==> src/rtl/rtc_pkg.sv <==
package rtc_pkg;
   localparam int REF_FAST = 0;
   localparam int REF_SEC  = 1;
   localparam int REF_MIN  = 2;
   localparam int REF_HOUR = 3;
   localparam int REF_N    = 4;

   typedef logic [REF_N-1:0] ref_vec_t;
endpackage

==> src/rtl/rtc_divider.sv <==
module rtc_divider #(
   parameter int STAGES      = 15,
   parameter int HOLD_STAGES = 5
) (
   input  logic              clk,
   input  logic              rst_n,
   input  logic              tick,
   input  logic              clr,
   output logic [STAGES-1:0] q_nxt,
   output logic              wrap
);
   localparam int LO_W = STAGES - HOLD_STAGES;

   logic [STAGES-1:0] q;

   generate
      if (LO_W == 0) begin : g_full_clear
         assign q_nxt = clr ? '0 : q + STAGES'(tick);
      end else begin : g_split_clear
         logic [LO_W-1:0]        lo_nxt;
         logic [HOLD_STAGES-1:0] hi_nxt;
         logic                   lo_carry;
         always_comb begin
            lo_carry = tick & (&q[LO_W-1:0]);
            lo_nxt   = q[LO_W-1:0] + LO_W'(tick);
            hi_nxt   = clr ? '0 : q[STAGES-1:LO_W] + HOLD_STAGES'(lo_carry);
         end
         assign q_nxt = {hi_nxt, lo_nxt};
      end
   endgenerate

   assign wrap = tick & ~clr & (&q);

   always_ff @(posedge clk or negedge rst_n) begin
      if (!rst_n) q <= '0;
      else        q <= q_nxt;
   end
endmodule

==> src/rtl/rtc_busy_window.sv <==
module rtc_busy_window #(
   parameter int STAGES = 15,
   parameter int LEAD   = 14,
   parameter int GRACE  = 8
) (
   input  logic              clk,
   input  logic              rst_n,
   input  logic              clr,
   input  logic [STAGES-1:0] q_nxt,
   output logic              busy_n,
   output logic              inhibit
);
   localparam int unsigned OPEN_I = (1 << STAGES) - LEAD;
   localparam int unsigned LOCK_I = OPEN_I + GRACE;
   localparam logic [STAGES-1:0] OPEN_AT = STAGES'(OPEN_I);
   localparam logic [STAGES-1:0] LOCK_AT = STAGES'(LOCK_I);

   always_ff @(posedge clk or negedge rst_n) begin
      if (!rst_n) begin
         busy_n  <= 1'b1;
         inhibit <= 1'b0;
      end else begin
         busy_n  <= clr | (q_nxt < OPEN_AT);
         inhibit <= ~clr & (q_nxt >= LOCK_AT);
      end
   end
endmodule

==> src/rtl/rtc_pulse_stretch.sv <==
module rtc_pulse_stretch #(
   parameter int WIDTH = 4
) (
   input  logic clk,
   input  logic rst_n,
   input  logic clr,
   input  logic tick,
   input  logic start,
   output logic active
);
   localparam int CW = $clog2(WIDTH + 1);

   logic [CW-1:0] remain;

   always_ff @(posedge clk or negedge rst_n) begin
      if (!rst_n)                      remain <= '0;
      else if (clr)                    remain <= '0;
      else if (start)                  remain <= CW'(WIDTH);
      else if (tick && remain != '0)   remain <= remain - 1'b1;
   end

   assign active = (remain != '0);
endmodule

==> src/rtl/rtc_prescaler.sv <==
module rtc_prescaler
   import rtc_pkg::*;
#(
   parameter int STAGES       = 15,
   parameter int HOLD_STAGES  = 5,
   parameter int BUSY_LEAD    = 14,
   parameter int BUSY_GRACE   = 8,
   parameter int FAST_HALF    = 16,
   parameter int MARK_WIDTH   = 4
) (
   input  logic       clk,
   input  logic       rst_n,
   input  logic       osc_tick,
   input  logic       div_clr,
   input  logic       halt,
   input  logic       sec_carry,
   input  logic       min_carry,
   output logic       cnt_strobe,
   output logic       busy_n,
   output logic       acc_inhibit,
   output logic [3:0] ref_out
);
   localparam int FAST_BIT = $clog2(FAST_HALF);

   generate
      if (STAGES < 2 || STAGES > 30) begin : g_bad_stages
         $error("rtc_prescaler: STAGES out of range");
      end
      if (HOLD_STAGES < 1 || HOLD_STAGES > STAGES) begin : g_bad_hold
         $error("rtc_prescaler: HOLD_STAGES out of range");
      end
      if (BUSY_GRACE >= BUSY_LEAD || BUSY_LEAD >= (1 << STAGES)) begin : g_bad_busy
         $error("rtc_prescaler: busy window inconsistent");
      end
      if ((1 << FAST_BIT) != FAST_HALF || FAST_BIT >= STAGES) begin : g_bad_fast
         $error("rtc_prescaler: FAST_HALF must be a power of two inside the divider");
      end
      if (MARK_WIDTH < 1) begin : g_bad_mark
         $error("rtc_prescaler: MARK_WIDTH must be positive");
      end
   endgenerate

   logic [STAGES-1:0] q_nxt;
   logic              wrap;
   ref_vec_t          mark_start;
   ref_vec_t          mark_active;
   logic              fast_q;
   logic              strobe_q;

   rtc_divider #(
      .STAGES      (STAGES),
      .HOLD_STAGES (HOLD_STAGES)
   ) u_div (
      .clk   (clk),
      .rst_n (rst_n),
      .tick  (osc_tick),
      .clr   (div_clr),
      .q_nxt (q_nxt),
      .wrap  (wrap)
   );

   rtc_busy_window #(
      .STAGES (STAGES),
      .LEAD   (BUSY_LEAD),
      .GRACE  (BUSY_GRACE)
   ) u_busy (
      .clk     (clk),
      .rst_n   (rst_n),
      .clr     (div_clr),
      .q_nxt   (q_nxt),
      .busy_n  (busy_n),
      .inhibit (acc_inhibit)
   );

   always_comb begin
      mark_start           = '0;
      mark_start[REF_SEC]  = wrap;
      mark_start[REF_MIN]  = wrap & sec_carry & ~halt;
      mark_start[REF_HOUR] = wrap & min_carry & ~halt;
   end

   assign mark_active[REF_FAST] = 1'b0;

   generate
      for (genvar i = REF_SEC; i < REF_N; i++) begin : g_mark
         rtc_pulse_stretch #(
            .WIDTH (MARK_WIDTH)
         ) u_mark (
            .clk    (clk),
            .rst_n  (rst_n),
            .clr    (div_clr),
            .tick   (osc_tick),
            .start  (mark_start[i]),
            .active (mark_active[i])
         );
         assign ref_out[i] = ~mark_active[i];
      end
   endgenerate

   always_ff @(posedge clk or negedge rst_n) begin
      if (!rst_n) begin
         fast_q   <= 1'b1;
         strobe_q <= 1'b0;
      end else begin
         fast_q   <= ~q_nxt[FAST_BIT];
         strobe_q <= wrap & ~halt;
      end
   end

   assign ref_out[REF_FAST] = fast_q & ~mark_active[REF_FAST];
   assign cnt_strobe        = strobe_q;
endmodule

==> config.mk <==
export PLATFORM = sky130hd
export DESIGN_NAME = rtc_prescaler
export DESIGN_NICKNAME = d
export VERILOG_FILES = /design/src/rtl/rtc_pkg.sv /design/src/rtl/rtc_divider.sv /design/src/rtl/rtc_busy_window.sv /design/src/rtl/rtc_pulse_stretch.sv /design/src/rtl/rtc_prescaler.sv
export SDC_FILE = /design/constraint.sdc
export NUM_CORES = 1
export LEC_CHECK = 0
export CORE_MARGIN = 3
export CORE_UTILIZATION = 55
export CTS_BUF_LIST = sky130_fd_sc_hd__clkbuf_16
export CTS_CLUSTER_SIZE = 10
export DETAILED_ROUTE_END_ITERATION = 12
export GPL_TIMING_DRIVEN = 0
export PLACE_DENSITY = 0.77
export SLEW_MARGIN = 0
export SYNTH_ARGS = -nofsm -noshare
export SYNTH_HDL_FRONTEND = slang
export SYNTH_HIERARCHICAL = 1
export SYNTH_SLANG_ARGS = --single-unit
==> constraint.sdc <==
create_clock -name clk -period 5.69 [get_ports clk]
set_input_delay 0.569 -clock clk [delete_from_list [all_inputs] [get_ports clk]]
set_output_delay 0.569 -clock clk [all_outputs]
set_load 0.005 [all_outputs]
==> results of run 1 <==
[cells by family after synthesis]
family | count (synthesis)
simple gates | 57
flops | 28
buf+inv | 12
xor+xnor | 11
fa+ha+maj | 10
compound gates | 7
mux | 6
[layout make-up]
cell class,count,area [um^2],area share
Timing Repair Buffer,13,130,0.0765
Clock inverter,1,3.75,0.00221
Sequential cell,28,703,0.414
Buffer,1,7.51,0.00442
Inverter,11,41.3,0.0243
Tap cell,30,37.5,0.0221
Clock buffer,3,75.1,0.0442
Multi-Input combinational cell,91,702,0.413
[per-stage QoR]
| stage | hold WS [ps] | area [um^2] | power (W) | util | setup slack (ps) |
|---|---|---|---|---|---|
| 2_1_floorplan | 273 | 1450 | 0.000414 | - | 3470 |
| 3_3_place_gp | 472 | 1620 | 0.000474 | 0.649 | 2470 |
| 3_5_place_dp | 487 | 1620 | 0.000488 | 0.649 | 2360 |
| 4_1_cts | 511 | 1700 | 0.000647 | 0.680 | 2580 |
| 5_1_grt | 536 | 1700 | 0.000683 | 0.680 | 2420 |
| 6_report | 511 | 1700 | 0.000641 | 0.680 | 2580 |
[final timing paths]
path / end / slack, ps / cells after the start
worst min register to register: u_div/q[9] / 510 / 1
worst max-delay path: u_busy/busy_n / 2580 / 10
worst min-delay path: u_div/q[9] / 510 / 1
max in group asynchronous: u_div/q[2] / 4020 / 1
worst max register to register: u_busy/busy_n / 3150 / 9
min in group asynchronous: g_mark[1].u_mark/remain[0] / 950 / 1
[cell usage in the layout, fill, tap and decap left out, types with 2 or more instances in the layout]
| cell | count |
|---|---|
| dfrtp_1 | 26 |
| nand2_2 | 4 |
| and3b_2 | 2 |
| mux2i_1 | 3 |
| nand4_1 | 2 |
| nor3_1 | 11 |
| nand2_1 | 3 |
| nor2_1 | 10 |
| nand2b_2 | 3 |
| nor2b_1 | 2 |
| xor2_1 | 7 |
| or3_1 | 6 |
| clkdlybuf4s50_1 | 13 |
| ha_1 | 10 |
| a21boi_0 | 3 |
| inv_1 | 11 |
| mux2_4 | 3 |
| xnor2_1 | 4 |
| a311oi_1 | 3 |
| clkbuf_16 | 3 |
| nand3_1 | 6 |
| dfstp_2 | 2 |
[state kept, by name, summed over array words and instances (netlist names)]
register              cells
cnt_strobe                1
u_busy/busy_n             1
g_mark.u_mark/remain      9
fast_q                    1
u_div/q                  15
u_busy/inhibit            1
[power by group through the flow]
stage	registers, W	logic [W]	clock network [W]
2_1_floorplan	0.000273	0.000142	0
3_3_place_gp	0.000277	0.000196	0
3_5_place_dp	0.000280	0.000208	0
4_1_cts	0.000277	0.000210	0.000160
5_1_grt	0.000285	0.000231	0.000168
6_report	0.000277	0.000208	0.000156
[critical path: cells and delay by family]
family	cells	cell delay [ps]
xor gates and xnor gates	1	150
and+or+nand+nor	6	1350
adders and majority gates	2	420
buffers and inverters	1	770
[layer usage]
| layer | global-route usage | vias to the layer above |
|---|---|---|
| li1 | - | 490 |
| met1 | 0.255 | 477 |
| met2 | 0.310 | 19 |
| met3 | 0.0339 | 6 |
| met4 | 0.0993 | 0 |
| met5 | 0 | - |
==> out/qor.csv, run 1 <==
metric;value;unit
outcome;finished, final reports clean;
numCtsBuffers;3;
min-delay-start;u_div/q[9];
drc;0;
io_buffer_count;13;
cts-root-buf;clkbuf_16;
die_y;57.4;um
clock_latency;260;ps
ioPinCount;14;
synth.distinct_cells;30;
wl_met1;1.25;mm
fin_crit_sh;0.546;
highest_layer;met4;
fillCellCount;187;
antenna_violating_nets_post_route;0;
synth_fa_ha_area_frac;0.0861;
internal_power;0.000440;W
syn_avg_cell_area;11.1;um^2
finalSetupTns;0;ps
drt_pass1_iterations;4;
grt_pass1_vias;1056;
drv_cap;0;
yosysSeqAreaShare;0.484;
synth_cells;131;
synth_top_family_by_area;simple AND/OR/NAND/NOR gates;
synth-xor-area-share;0.0663;
cts.hold.buffers_added;0;
p_leak;0.819;nW
critical_path.startpoint_type;input port;
slew_violations;0;
yosysWarningCount;6;
switching_share;0.313;
startpoint;osc_tick;
post-synth-top-count-cell;dfrtp_1;
core;0.00250;mm^2
dp_cells;174;
drtIter0Drc;32;
synthToLayoutAreaGrowth;17.0;%
async_flop_share;1.00;
fin_nets;166;
final_cells;178;
fin_crit;3110;ps
syn-num-nets;148;
clock_path_buffers;2;
routed_via_density;5.57;
cp-end-kind;register;
wirelength;2.75;mm
cts.sink_count;28;
synth-seq-cells;28;
h-tree-depth;1;
hpwlAfterDp;1.94;mm
cts.repair.resized;0;
crit_required;5860;ps
n_antenna_cell;0;
peakVddDrop;316;uV
rsz0062_at_grt;false;
power_switching;0.000201;W
die_w;57.4;um
worstPathCellList;clkdlybuf4s50_1 > nand3_1 > nor4_4 > ha_1 > ha_1 > nand3_1 > xor2_1 > nor2_1 > nand4_1 > or4_1;
overflow;0;
synth_area_leaders;dfrtp_1 (45%), ha_1 (8.6%), xor2_1 (4.2%);
slowest_delay;770;ps
cts_tree;done;
seqPwrFrac;0.433;
cp_max_fo;11;
clk_pin_slew_worst_paths;60;ps
grt_pass1_wl;4.89;mm
dr_wl_met3;100;um
cts_setup_buffers;0;
dieArea;0.00330;mm^2
grt_max_degree;29;
tightest_slew;1210;ps
fmax;322;MHz
final-setup-viol-count;0;
track_usage;0.195;
synth_compound_area_frac;0.0370;
p_comb_frac;0.324;
synth_area_leader_cell;dfrtp_1;
start_util;0.582;
synth_area;0.00145;mm^2
r2r_start;u_div/q[6];
drive_gt1_frac;0.142;
synth_top_flop_cell;dfrtp_1;
clkPwrFrac;0.244;
min_path_type;register to register;
synth_edf_count;0;
synth_top_area_share;0.448;
synthTopCellsByCount;dfrtp_1 (26), inv_1 (11), nor3_1 (11);
critPathKind;input port to register;
slowest_stage;clkdlybuf4s50_1;
finalHoldViolCount;0;
maxSlewHeadroom;0.192;
p_per_area;377;mW/mm^2
cp.arrival;3270;ps
route.met2.wl;1.35;mm
antenna_found_initial;0;
finClkSkew;3.00;ps
num_rows;18;
vias;992;
synth_simple_gate_area_frac;0.242;
routedWlPerCell;15.4;um
muxShareOfSynthArea;0.0516;
place.gp.congestion;0.747;
Note: power is estimated with default switching activity, not from simulation.
==> inputs of run 2 (changes only) <==
==> constraint.sdc (replaced) <==
create_clock -name clk -period 3.3 [get_ports clk]
set_input_delay 0.33 -clock clk [delete_from_list [all_inputs] [get_ports clk]]
set_output_delay 0.33 -clock clk [all_outputs]
set_load 0.005 [all_outputs]
==> results of run 2 <==
The final DEF is identical to that of run 1. Status: finished, final reports clean.
Among the figures that moved: setup slack after placement 2360 ps -> 208 ps; setup slack after layout 2580 ps -> 433 ps; register-to-register setup slack 3150 ps -> 760 ps; total power 0.000641 W -> 0.00111 W; worst IR drop on VDD 316 uV -> 545 uV
